<file path="src/rtl/corr_bp_pkg.sv">
package corr_bp_pkg;
  // saturating up/down step for a counter of w bits (w <= 8)
  function automatic logic [7:0] sat_step(logic [7:0] cur, logic up, int unsigned w);
    logic [7:0] top;
    top = 8'((9'd1 << w) - 9'd1);
    if (up) return (cur == top) ? cur : cur + 8'd1;
    else    return (cur == 8'd0) ? cur : cur - 8'd1;
  endfunction

  function automatic logic [7:0] weak_nt(int unsigned w);
    return 8'((9'd1 << (w - 1)) - 9'd1);
  endfunction
endpackage

</file>
<file path="src/rtl/bp_ghist.sv">
module bp_ghist #(
  parameter int unsigned HIST_W = 2,
  localparam int unsigned HW = (HIST_W > 0) ? HIST_W : 1
) (
  input  logic          clk_i,
  input  logic          rst_ni,
  input  logic          shift_i,
  input  logic          bit_i,
  output logic [HW-1:0] hist_o
);
  if (HIST_W > 0) begin : g_hist
    logic [HW-1:0] hist_q;
    always_ff @(posedge clk_i or negedge rst_ni) begin
      if (!rst_ni)      hist_q <= '0;
      else if (shift_i) hist_q <= (hist_q << 1) | HW'(bit_i);
    end
    assign hist_o = hist_q;
  end else begin : g_none
    logic unused;
    assign unused = clk_i ^ rst_ni ^ shift_i ^ bit_i;
    assign hist_o = '0;
  end
endmodule

</file>
<file path="src/rtl/bp_pattern_table.sv">
module bp_pattern_table
  import corr_bp_pkg::*;
#(
  parameter int unsigned ADDR_W = 6,
  parameter int unsigned CTR_W  = 2,
  localparam int unsigned DEPTH = 1 << ADDR_W
) (
  input  logic              clk_i,
  input  logic              rst_ni,
  input  logic [ADDR_W-1:0] rd_addr_i,
  output logic [CTR_W-1:0]  rd_ctr_o,
  input  logic              wr_en_i,
  input  logic [ADDR_W-1:0] wr_addr_i,
  input  logic              wr_taken_i
);
  localparam logic [CTR_W-1:0] INIT = CTR_W'(weak_nt(CTR_W));

  logic [CTR_W-1:0] ctr_q [DEPTH];

  for (genvar i = 0; i < DEPTH; i++) begin : g_ent
    always_ff @(posedge clk_i or negedge rst_ni) begin
      if (!rst_ni)
        ctr_q[i] <= INIT;
      else if (wr_en_i && (wr_addr_i == ADDR_W'(i)))
        ctr_q[i] <= CTR_W'(sat_step(8'(ctr_q[i]), wr_taken_i, CTR_W));
    end
  end

  assign rd_ctr_o = ctr_q[rd_addr_i];
endmodule

</file>
<file path="src/rtl/corr_branch_pred.sv">
module corr_branch_pred #(
  parameter int unsigned PC_W   = 32,
  parameter int unsigned HIST_W = 2,
  parameter int unsigned IDX_W  = 4,
  parameter int unsigned CTR_W  = 2
) (
  input  logic            clk_i,
  input  logic            rst_ni,
  input  logic [PC_W-1:0] lkp_pc_i,
  output logic            lkp_taken_o,
  input  logic            upd_valid_i,
  input  logic [PC_W-1:0] upd_pc_i,
  input  logic            upd_taken_i
);
  localparam int unsigned HW     = (HIST_W > 0) ? HIST_W : 1;
  localparam int unsigned ADDR_W = HIST_W + IDX_W;

  logic [HW-1:0]     hist;
  logic [ADDR_W-1:0] rd_addr, wr_addr;
  logic [CTR_W-1:0]  rd_ctr;

  bp_ghist #(.HIST_W(HIST_W)) u_hist (
    .clk_i  (clk_i),
    .rst_ni (rst_ni),
    .shift_i(upd_valid_i),
    .bit_i  (upd_taken_i),
    .hist_o (hist)
  );

  // update indexes with pre-shift history; shift lands at the same edge
  if (HIST_W > 0) begin : g_idx_hist
    assign rd_addr = {hist, lkp_pc_i[IDX_W-1:0]};
    assign wr_addr = {hist, upd_pc_i[IDX_W-1:0]};
  end else begin : g_idx_pc
    assign rd_addr = lkp_pc_i[IDX_W-1:0];
    assign wr_addr = upd_pc_i[IDX_W-1:0];
  end

  bp_pattern_table #(.ADDR_W(ADDR_W), .CTR_W(CTR_W)) u_tbl (
    .clk_i     (clk_i),
    .rst_ni    (rst_ni),
    .rd_addr_i (rd_addr),
    .rd_ctr_o  (rd_ctr),
    .wr_en_i   (upd_valid_i),
    .wr_addr_i (wr_addr),
    .wr_taken_i(upd_taken_i)
  );

  assign lkp_taken_o = rd_ctr[CTR_W-1];
endmodule

</file>
<file path="config.mk">
export PLATFORM = sky130hd
export DESIGN_NAME = corr_branch_pred
export DESIGN_NICKNAME = d
export VERILOG_FILES = /design/src/rtl/corr_bp_pkg.sv /design/src/rtl/bp_ghist.sv /design/src/rtl/bp_pattern_table.sv /design/src/rtl/corr_branch_pred.sv
export SDC_FILE = /design/constraint.sdc
export NUM_CORES = 1
export LEC_CHECK = 0
export BUFFER_PORTS_ARGS = -buffer_cell sky130_fd_sc_hd__buf_2
export CAP_MARGIN = 0
export CORE_ASPECT_RATIO = 1.4
export CORE_UTILIZATION = 55
export CTS_BUF_LIST = sky130_fd_sc_hd__clkbuf_4 sky130_fd_sc_hd__clkbuf_8
export CTS_CLUSTER_SIZE = 20
export DETAILED_ROUTE_END_ITERATION = 8
export PLACE_DENSITY = 0.75
export SYNTH_ARGS = -nofsm -noshare
export SYNTH_HDL_FRONTEND = slang
export SYNTH_SLANG_ARGS = --single-unit
</file>
<file path="constraint.sdc">
create_clock -name clk_i -period 4.9 [get_ports clk_i]
set_input_delay 0.245 -clock clk_i [delete_from_list [all_inputs] [get_ports clk_i]]
set_output_delay 0.245 -clock clk_i [all_outputs]
set_load 0.005 [all_outputs]
</file>
==> metrics.txt, run 1 <==
outcome finished clean; R2R cell count 4; setup violators final 0; CTS tree yes; worst path arrival time 2.74 ns; top-count cell post-synth o21ai_0; Worst Tran Pin Value around 1.1 ns; die area around 14000 um^2; Worst Hold End u_hist.hist_o[0]; share of post-route cells with drive strength above 1 0.177; Post-Route WL 18500 um; RR Startpoint u_hist.hist_o[0]; top cell type's share of synthesized area 0.223; clock net sink count between 100 and 150; htree depth 4; via count between 6000 and 7000; Worst Hold Class in -> reg; Cell variety after synth 35; Via density approximately 6.7; WL per Instance ~19 um; final hold violation count 0; RSZ-0062 raised after global routing false; synthesized cell area approximately 7600 um^2; initial antenna violation count 0; Mean Syn Cell Area slightly above 9 um^2; DR DRC count 0; final worst-path setup slack approximately 2.5 ns; crit-path cells and3_1, buf_4, nand2_1, a221o_1; post-synthesis instance total 826; R2R Path End u_tbl.ctr_q[28]; antenna cells 0; Worst Hold Slack roughly 0.13 ns; Critical Path Fanout Max 26; vias in the first global route 6613; crit share post-route 0.486; hold path depth 2; post-CTS resize count 0; FP Rows 50; post-CTS setup buffers 0; Pwr per Cell Area 320 nW/um^2; max-slew violation total from the final report 0; fmax approximately 420 MHz; synthesis warning total 0; area delta synth->final 6.41%; top post-synthesis cells by area dfstp_2 22%, dfrtp_1 22%, o21ai_0 11%, a31oi_1 6.8%, nand2_1 4.1%; Primary FF master, synth dfrtp_1; GPL Wtd Cong between 0.7 and 0.8; PortBufs 12; placed cell count just under 1000; clk slew on worst S/H paths approximately 0.070 ns; CTS Buf Count 17; Antenna Nets Post-Route 0; ys async rst share 1.00; Commonest cells post-synth 161 x o21ai_0, 83 x nand2_1, 82 x a31oi_1; Worst setup SP type flop; DP HPWL 11600 um; crit path time final 2.38 ns; sequential area share after synthesis 0.441; Die H 141 um; Die Span X 101 um; # IOs 69; Slowest Stage Delay on Critical Path approximately 0.86 ns; slowest CP cell and3_1; first-pass GRT wire length roughly 30000 um; nets@finish between 800 and 900; number of fill cells in the layout about 1200; WP data required around 5.3 ns; hold path start upd_valid_i; Max Cap Viol 0; FF+latch count, synth 130; fin cells about 990; total power between 2000 and 3000 uW; CP Class reg -> reg; core region area ~13000 um^2; CTS Buffer Depth 2; largest area contributor in the netlist dfstp_2; Fin Setup TNS 0 ns; Iteration-0 DRC Markers 455; total grt overflow 0; number of synthesized flops with an enable pin 0; syn_nets slightly below 900; Clock Tree Root clkbuf_8; clk_lat worst skew approximately 0.44 ns; starting density of the core 0.564; drt pass-1 iters 5; maximum VDD drop between 0.00015 and 0.0002 V; CP Capture Type flop; skew final about 0.012 ns; Total Routing Usage GR 0.274; LEAKAGE ~0.0027 uW; post-place setup slack around 2.6 ns; Worst R2R Setup Slack around 2.5 ns; largest net degree at the start of global routing 62; Relative slew margins 0.235
==> where the power goes <==
part	internal [uW]	leakage, uW	switching, uW
combinational	86.6	0.00119	168
clock	596	0.000219	426
sequential	1200	0.00127	97.8
==> critical path, delay by kind of cell, from the launching register on <==
kind            cells  cell delay (ns)
buf+inv             1             0.42
compound gates      1             0.37
simple gates        2             1.01
flops               1             0.50
==> flip-flops by register name, indices dropped and copies added, names as in the netlist <==
signal         flops
u_tbl.ctr_q      128
u_hist.hist_o      2
==> worst max-delay path by stage <==
stage                startpoint         endpoint
5_1_grt        u_hist.hist_o[0]  u_tbl.ctr_q[31]
2_1_floorplan       lkp_pc_i[0]      lkp_taken_o
6_report       u_hist.hist_o[0]  u_tbl.ctr_q[28]
4_1_cts         u_tbl.ctr_q[53]      lkp_taken_o
3_5_place_dp   u_hist.hist_o[0]  u_tbl.ctr_q[12]
3_3_place_gp        lkp_pc_i[0]      lkp_taken_o
==> per-layer routing <==
metal,up-vias,GRT usage,routed length [um]
met3,48,0.0501,951
met2,220,0.466,9460
li1,3078,-,-
met1,3316,0.327,7480
met4,0,0.146,588
met5,-,0,0
==> through the flow <==
step | utilization | area, um^2
after floorplan | - | 7560
after global placement | 0.567 | 7590
after detailed placement | 0.567 | 7590
after CTS | 0.601 | 8040
after global routing | 0.601 | 8040
final | 0.601 | 8040
==> cell families after synthesis <==
group / share of synthesized area
AO/OA/AOI/OAI: 0.280
flip-flops: 0.441
AND/OR/NAND/NOR: 0.158
buffers and inverters: 0.0485
multiplexers: 0.0720
==> final cells by class <==
cell class | instances | area [um^2] | share of cell area
multi-input combinational | 621 | 3870 | 0.481
sequential | 130 | 3330 | 0.415
clock buffer | 22 | 284 | 0.0353
tap | 182 | 228 | 0.0283
clock inverter | 10 | 158 | 0.0196
timing repair buffer | 22 | 140 | 0.0174
inverter | 7 | 26.3 | 0.00327
==> timing repair <==
action | 4_1_cts | 5_1_grt
hold buffers | 1 | 0
setup endpoints to repair | 0 | 0
endpoints found under the hold margin | 20 | 0
==> layout by cell type, fill, tap and decap left out, types with 2 or more instances in the layout <==
| cell | netlist | routed |
|---|---|---|
| a211oi_1 | 41 | 41 |
| a21oi_1 | 50 | 50 |
| a221o_1 | 20 | 20 |
| a31oi_1 | 82 | 82 |
| and3_1 | 3 | 3 |
| and3b_2 | 0 | 2 |
| and4b_1 | 4 | 4 |
| and4bb_2 | 4 | 4 |
| buf_2 | 24 | 11 |
| buf_4 | 6 | 10 |
| bufinv_16 | 0 | 4 |
| clkbuf_4 | 0 | 3 |
| clkbuf_8 | 0 | 19 |
| clkinv_2 | 0 | 3 |
| clkinvlp_4 | 0 | 3 |
| dfrtp_1 | 66 | 66 |
| dfstp_2 | 64 | 64 |
| inv_1 | 7 | 6 |
| mux2_2 | 2 | 2 |
| mux2i_1 | 9 | 9 |
| mux4_1 | 7 | 7 |
| mux4_2 | 11 | 11 |
| nand2_1 | 83 | 83 |
| nand3_1 | 16 | 16 |
| nand3b_1 | 3 | 3 |
| nor2_1 | 79 | 79 |
| nor3b_1 | 30 | 30 |
| nor4b_2 | 3 | 3 |
| o2111ai_1 | 3 | 3 |
| o21a_1 | 2 | 2 |
| o21ai_0 | 161 | 161 |
(Power assumes the default switching activity.)
==> run 2: changes to the inputs <==
--- a/config.mk
+++ b/config.mk
@@ -5,6 +5,7 @@
 export SDC_FILE = /design/constraint.sdc
 export NUM_CORES = 1
 export LEC_CHECK = 0
+export ABC_AREA = 1
 export BUFFER_PORTS_ARGS = -buffer_cell sky130_fd_sc_hd__buf_2
 export CAP_MARGIN = 0
 export CORE_ASPECT_RATIO = 1.4
==> constraint.sdc (replaced) <==
create_clock -name clk_i -period 2.4 [get_ports clk_i]
set_input_delay 0.12 -clock clk_i [delete_from_list [all_inputs] [get_ports clk_i]]
set_output_delay 0.12 -clock clk_i [all_outputs]
set_load 0.005 [all_outputs]
==> run 2 against run 1 <==
Against the previous run:
- cell count is 11% higher
- worst setup slack got worse by 2.0 ns
- total power grew to 2.6 times the previous value
- global-route usage decreased by 1.2 points
- clock skew shrank 0.0011 ns
- via count is 5.0% lower
- sequential power up 140%
- flip-flop and latch count unchanged
- register-to-register slack worse by 1.8 ns
- largest cell class is now registers
==> metrics.txt, run 2 <==
main combinational cell family by area after synthesis compound AO/OA/AOI/OAI gates; largest net degree at the start of global routing 128 (+110%); nets@finish 1003 (+16%); Antenna Nets Post-Route 0 (unchanged); drt pass-1 iters 6 (+1); first-pass GRT wire length 27800 um (-9.2%); clk_lat worst skew 0.43 ns (about the same); die area 13500 um^2 (-4.9%); CP Class reg -> out; top post-synthesis cells by area dfstp_2 23%, dfrtp_1 23%, o21ai_0 13%, nand2_1 7.8%, a21oi_1 7.6%; final worst-path setup slack 0.521 ns (-2.00 ns); clock power share 0.355 (-0.042); # IOs 69 (unchanged); CTS tree yes; placed cell count 1067 (+11%); post-synthesis mux area share 0 (-0.0720); GPL Wtd Cong 0.841 (+11%); Buffers & Inverters on Critical Path 2 (+1); Fin Setup TNS 0 ns (unchanged); final hold violation count 0 (unchanged); footprint of the multi-input gates 3180 um^2 (-18%); CP top delay family simple AND/OR/NAND/NOR gates; vias in the first global route 5809 (-12%); fin cells 1101 (+11%); core region area 12800 um^2 (-4.3%); via count 6332 (-5.0%); setup violators final 0 (unchanged); internal power 4610 uW (+150%); Worst Hold Class in -> reg; fmax between 500 and 600 MHz; initial antenna violation count 0 (unchanged); ys async rst share 1.00 (unchanged); share of post-route cells with drive strength above 1 0.149 (-0.0286); area delta synth->final 9.83%; cell mode on critical path nand2_1; Worst Hold Slack 0.203 ns (+0.0690 ns); sequential power share 0.479 (-0.025); CTS Buffer Depth 2 (unchanged); PortBufs 12 (unchanged); switching part of the total 0.299 (+0.0301); Max Cap Viol 0 (unchanged); Storage cell area 3330 um^2 (unchanged); hold buffers post-CTS 2 (+1); post-CTS resize count 0 (unchanged); DR DRC count 0 (unchanged); clock net sink count 130 (unchanged); Worst setup SP type flop; Critical Path Fanout Max 4 (-85%); Relative slew margins 0.571 (+0.336); Top reg by flops u_tbl.ctr_q; WP data required 2.28 ns (-2.98 ns); Slowest Stage Delay on Critical Path 0.42 ns (-0.44 ns); combinational share of power 0.166 (+0.067); Synth Area in XOR/XNOR 0 (unchanged); Via density 5.75 (-14%); synthesized cell area 7180 um^2 (-5.0%); synthesis warning total 0 (unchanged); number of synthesized flops with an enable pin 0 (unchanged); max-slew violation total from the final report 0 (unchanged); maximum VDD drop 0.000540 V (+200%); sw power 1970 uW (+180%); Worst Tran Pin Value 0.643 ns (-0.502 ns); Die H 137 um (-2.5%); post-synthesis compound-gate area fraction 0.287 (+0.00647); crit-path cells nand2_1, o21ai_0, nand2_1, nand3_1, nand3_1, nand2_1, nand2_1, nand2_1, inv_1, nand2_1, buf_2; antenna cells 0 (unchanged); number of fill cells in the layout 1168 (+0.34%); sequential area share after synthesis 0.464 (+0.0231); Iteration-0 DRC Markers 499 (+9.7%); syn_nets 997 (+12%); WL per Instance 15.5 um (-17%); post-place setup slack 0.675 ns (-1.89 ns); RSZ-0062 raised after global routing false; post-CTS setup buffers 0 (unchanged); CP Capture Type primary output; Mean Syn Cell Area 7.73 um^2 (-16%); area share of fa/ha/maj cells after synthesis 0.00279 (+0.00279); starting density of the core 0.560 (-0.00400); Commonest cells post-synth 180 x o21ai_0, 149 x nand2_1, 127 x inv_1; commonest non-fill, non-tap cell in the layout o21ai_0; Primary FF master, synth dfrtp_1; Post-Route WL 17000 um (-7.9%); CTS Buf Count 17 (unchanged); top cell type's share of synthesized area 0.234 (+0.0116); LEAKAGE 0.00361 uW (+35%); FF+latch count, synth 130 (unchanged); skew final 0.0105 ns (-0.00107 ns); htree depth 4 (unchanged); Simple-Gate Fraction of Synth Area 0.153 (-0.00533); crit path time final between 1.5 and 2 ns; Cell variety after synth 26 (-26%); DP HPWL 10800 um (-6.6%); worst path arrival time 1.76 ns (-0.98 ns); FP Rows 49 (-2.0%); top-count cell post-synth o21ai_0; outcome finished clean; largest area contributor in the netlist dfstp_2; most frequent cells in the layout 180 x o21ai_0, 149 x nand2_1, 127 x inv_1, 109 x a21oi_1, 66 x dfrtp_1; Total Routing Usage GR 0.263 (-0.0118); Die Span X 98.6 um (-2.5%); max reg flops 128 (unchanged); clk slew on worst S/H paths 0.08 ns (about the same); total grt overflow 0 (unchanged); Pwr per Cell Area 834 nW/um^2 (+160%); Clock Tree Root clkbuf_8; post-synthesis instance total 929 (+12%); slowest CP cell dfrtp_1; crit share post-route 0.783
## run 2: cell count changes in the layout (fill, tap and decap cells not counted), sizes merged, moves of 32 or more
cell,change
inv,+124
a31oi,-82
nand2,+75
a21oi,+59
o21ai,+52
nand3,+32
## run 2: final cells by class
type,instances,area share
clock buffer,20,0.0349
inverter,132,0.0630
multi-input combinational,633,0.403
timing repair buffer,21,0.0238
clock inverter,12,0.0287
tap,153,0.0243
sequential,130,0.423
## run 2: metal layers
metal / vias up / share of wire / track usage
met5: - / 0 / 0
met3: 35 / 0.053 / 0.0406
met2: 185 / 0.48 / 0.432
li1: 3144 / - / -
met4: 0 / 0.027 / 0.110
met1: 2968 / 0.44 / 0.348
## run 2: kinds of logic (layout without fill, tap and decap cells)
kind of cell               after synthesis  in the layout
DFF                                    130            130
AOI/OAI and AO/OA                      377            377
adders and majority gates                2              2
and+or+nand+nor                        254            254
buffers and inverters                  166            185
## run 2: metrics by stage
stage	util	total power (uW)	cell area, um^2
3_5_place_dp	0.575	4260	7360
4_1_cts	0.615	6610	7890
2_1_floorplan	-	3910	7180
6_report	0.615	6580	7890
3_3_place_gp	0.575	4200	7360
5_1_grt	0.615	6940	7890
## run 2: worst reg2reg max path, stage by stage, from the launching register on
cell and delay, ns:
dfrtp_1 0.46, inv_2 0.12, nor2_2 0.04, nand2_1 0.07, clkinv_2 0.41, nand2_1 0.31
a211oi_1 0.08, a21oi_1 0.16
## run 2: worst paths after layout
path                                    to  slack, ns  cells past startpoint             start
setup / recovery               lkp_taken_o       0.52                     11  u_tbl.ctr_q[101]
hold / removal             u_tbl.ctr_q[60]       0.20                      6       upd_pc_i[2]
setup reg to reg           u_tbl.ctr_q[34]       0.68                      7  u_hist.hist_o[1]
hold reg to reg            u_tbl.ctr_q[46]       0.49                      2   u_tbl.ctr_q[46]
max in group asynchronous  u_tbl.ctr_q[86]       1.40                      3            rst_ni
min in group asynchronous  u_tbl.ctr_q[65]       0.25                      2            rst_ni
## run 2: power groups by stage
stage | registers [uW] | logic (uW) | clock network, uW
after floorplan | 3080 | 832 | 0
after global placement | 3160 | 1040 | 0
after detailed placement | 3170 | 1090 | 0
after CTS | 3140 | 1100 | 2360
after global routing | 3220 | 1270 | 2450
final | 3150 | 1090 | 2330
==> run 3: changes to the inputs <==
--- a/config.mk
+++ b/config.mk
@@ -5,7 +5,7 @@
 export SDC_FILE = /design/constraint.sdc
 export NUM_CORES = 1
 export LEC_CHECK = 0
-export ABC_AREA = 1
+export ABC_AREA = 0
 export BUFFER_PORTS_ARGS = -buffer_cell sky130_fd_sc_hd__buf_2
 export CAP_MARGIN = 0
 export CORE_ASPECT_RATIO = 1.4
@@ -13,7 +13,7 @@
 export CTS_BUF_LIST = sky130_fd_sc_hd__clkbuf_4 sky130_fd_sc_hd__clkbuf_8
 export CTS_CLUSTER_SIZE = 20
 export DETAILED_ROUTE_END_ITERATION = 8
-export PLACE_DENSITY = 0.75
+export PLACE_DENSITY = 0.78
 export SYNTH_ARGS = -nofsm -noshare
 export SYNTH_HDL_FRONTEND = slang
 export SYNTH_SLANG_ARGS = --single-unit
==> constraint.sdc (replaced) <==
create_clock -name clk_i -period 1.62 [get_ports clk_i]
set_input_delay 0.081 -clock clk_i [delete_from_list [all_inputs] [get_ports clk_i]]
set_output_delay 0.081 -clock clk_i [all_outputs]
set_load 0.005 [all_outputs]
==> run 3 against run 2 <==
Against the previous run:
- the flow now finishes with violations (negative setup slack)
- clock skew rose by 0.0011 ns
- critical path depth fell by 6
- combinational power barely moved
- final area rose by 18%
- largest power group unchanged
==> metrics.txt, run 3 (synthesized netlist as in run 1, its figures left out) <==
R2R cell count 6 (-1); crit-path cells mux4_2, mux2i_1, mux4_2, mux2i_4, buf_2; GRT busiest layer met2; largest net degree at the start of global routing 71 (-45%); Worst R2R Setup Slack -0.05 ns (-0.73 ns); Post-Route WL 23900 um (+40%); WL per Instance 21.8 um (+41%); Storage cell area 3340 um^2 (+0.15%); die area 14200 um^2 (+5.1%); core region area 13400 um^2 (+4.5%); starting density of the core 0.564 (+0.00400); CP top delay family multiplexers; Setup crit start u_tbl.ctr_q[35]; clock net sink count 130 (unchanged); total power 8110 uW (+23%); Worst Hold Slack 0.167 ns (-0.0360 ns); DP HPWL 13800 um (+27%); Iteration-0 DRC Markers 951 (+91%); htree depth 4 (unchanged); Worst Hold Class in -> reg; CP Capture Type primary output; total grt overflow 0 (unchanged); skew final 0.0116 ns (+0.00107 ns); number of fill cells in the layout 970 (-17%); Antenna Nets Post-Route 0 (unchanged); Die Span X 101 um (+2.5%); area delta synth->final 22.8%; failing checks negative setup slack; LEAKAGE 0.00328 uW (-9.1%); max reg flops 128 (unchanged); FP Rows 50 (+2.0%); footprint of the multi-input gates 4080 um^2 (+29%); R2R Path End u_tbl.ctr_q[17]; Buffers & Inverters on Critical Path 1 (-1); Pwr per Cell Area 874 nW/um^2 (+4.8%); cell mode on critical path mux4_2; clk_lat worst skew 0.47 ns (+0.04 ns); Relative slew margins 0.647 (+0.0754); vias in the first global route 7189 (+24%); maximum VDD drop 0.000559 V (+3.5%); final worst-path setup slack -0.621 ns (-1.14 ns); WP data required 1.54 ns (-0.74 ns); crit path time final about 2.2 ns; first-pass GRT wire length 34500 um (+24%); M3 GR Usage 0.0674 (+0.0268); placed cell count 1040 (-2.5%); nets@finish 965 (-3.8%); end of the critical path lkp_taken_o; Via density 6.90 (+20%); Total Routing Usage GR 0.313 (+0.0500); Worst Tran Pin Value 0.530 ns (-0.113 ns); CTS tree yes; Max Cap Viol 0 (unchanged); Stages on worst setup path 5 (-6); worst path arrival time 2.16 ns (+0.40 ns); Placement Cell Area 8310 um^2 (+13%); # IOs 69 (unchanged); Slowest Stage Delay on Critical Path 0.50 ns (+0.08 ns); Top reg by flops u_tbl.ctr_q; final hold violation count 0 (unchanged); GPL Wtd Cong 0.820 (-2.5%); RR Startpoint u_hist.hist_o[0]; RSZ-0062 raised after global routing true; CTS Buf Count 17 (unchanged); GR Util met1 0.379 (+0.0308); GR met2 Demand/Resource 0.514 (+0.0819); Design Area, Final 9280 um^2 (+18%); fin cells 1093 (-0.73%); max-slew violation total from the final report 0 (unchanged); slowest CP cell mux4_2; Die H 141 um (+2.5%); clk slew on worst S/H paths 0.07 ns (about the same); Worst setup SP type flop; outcome finished with violations; DR DRC count 0 (unchanged); CTS Buffer Depth 2 (unchanged); commonest non-fill, non-tap cell in the layout o21ai_0; fmax ~450 MHz; crit share post-route 1.38; drt pass-1 iters 5 (-1); Critical Path Fanout Max 5 (+1); initial antenna violation count 0 (unchanged); setup violators final 13 (+13); most frequent cells in the layout 122 x o21ai_0, 84 x buf_4, 81 x a31oi_1, 79 x nor2_1, 70 x nand2_1; share of post-route cells with drive strength above 1 0.325 (+0.177); CP Class reg -> out; Clock Tree Root clkbuf_8; via count 7538 (+19%); PortBufs 12 (unchanged)
==> run 3: changes by cell type in the layout (fill, tap and decap cells not counted), moves of 11 or more <==
| cell | previous run | this run |
|---|---|---|
| a211oi_1 | 43 | 31 |
| a21oi_1 | 109 | 50 |
| a221o_1 | 0 | 20 |
| a31oi_1 | 0 | 81 |
| buf_4 | 5 | 84 |
| inv_1 | 127 | 6 |
| mux4_2 | 0 | 15 |
| nand2_1 | 149 | 70 |
| nand3_1 | 48 | 13 |
| nor2_1 | 42 | 79 |
| nor3b_1 | 0 | 19 |
| nor3b_2 | 0 | 11 |
| o21ai_0 | 180 | 122 |
==> run 3: worst min-delay path by stage <==
stage / startpoint / slack [ns] / endpoint / depth (start not counted)
global route: upd_taken_i / 0.17 / u_tbl.ctr_q[86] / 4
CTS: upd_taken_i / 0.13 / u_tbl.ctr_q[4] / 4
floorplan: rst_ni / -0.21 / u_hist.hist_o[0] / 0
finish: upd_taken_i / 0.17 / u_tbl.ctr_q[70] / 4
detailed placement: rst_ni / 0.12 / u_tbl.ctr_q[39] / 2
global placement: rst_ni / 0.13 / u_tbl.ctr_q[39] / 2
==> run 3: per-stage QoR <==
step / setup TNS, ns / utilization / setup WS (ns)
finish: -1.00 / 0.693 / -0.621
global route: -2.32 / 0.693 / -0.686
CTS: -0.539 / 0.656 / -0.539
detailed placement: -0.454 / 0.620 / -0.248
global placement: -0.222 / 0.620 / -0.222
floorplan: 0 / - / 0.00420
==> run 3: area by class of cell <==
cell class	count	share of cell area
well taps	182	0.0246
inverters	7	0.00283
flip-flops and latches	130	0.360
diodes	1	0.000270
repair buffers	120	0.126
clock inverters	9	0.0138
clock buffers	23	0.0328
multi-input cells	621	0.440
==> run 3: layer usage <==
layer	share of wire	vias up
met1	0.35	3680
met5	0	-
met4	0.074	0
met2	0.49	432
li1	-	3282
met3	0.089	144
==> run 3: report_power, final <==
| group | switching [uW] | internal, uW |
|---|---|---|
| Combinational | 642 | 463 |
| Sequential | 328 | 3620 |
| Clock | 1340 | 1710 |
| Total | 2310 | 5800 |
==> run 3: worst reg2reg max path, cell delays in order, from the launching register on <==
cell and delay (ns):
dfrtp_2 0.47, buf_4 0.15, and3_4 0.28, buf_12 0.18, nand2_1 0.11, o21ai_0 0.23
o21ai_0 0.12
==> run 3: what timing repair did <==
| action | 4_1_cts | 5_1_grt |
|---|---|---|
| endpoints found under the hold margin | 132 | 0 |
| cloned | 0 | 7 |
| setup buffers | 2 | 9 |
| hold buffers | 2 | 0 |
| endpoints found under the setup margin | 17 | 38 |
| resized for setup | 6 | 101 |
| pin swaps | 0 | 20 |
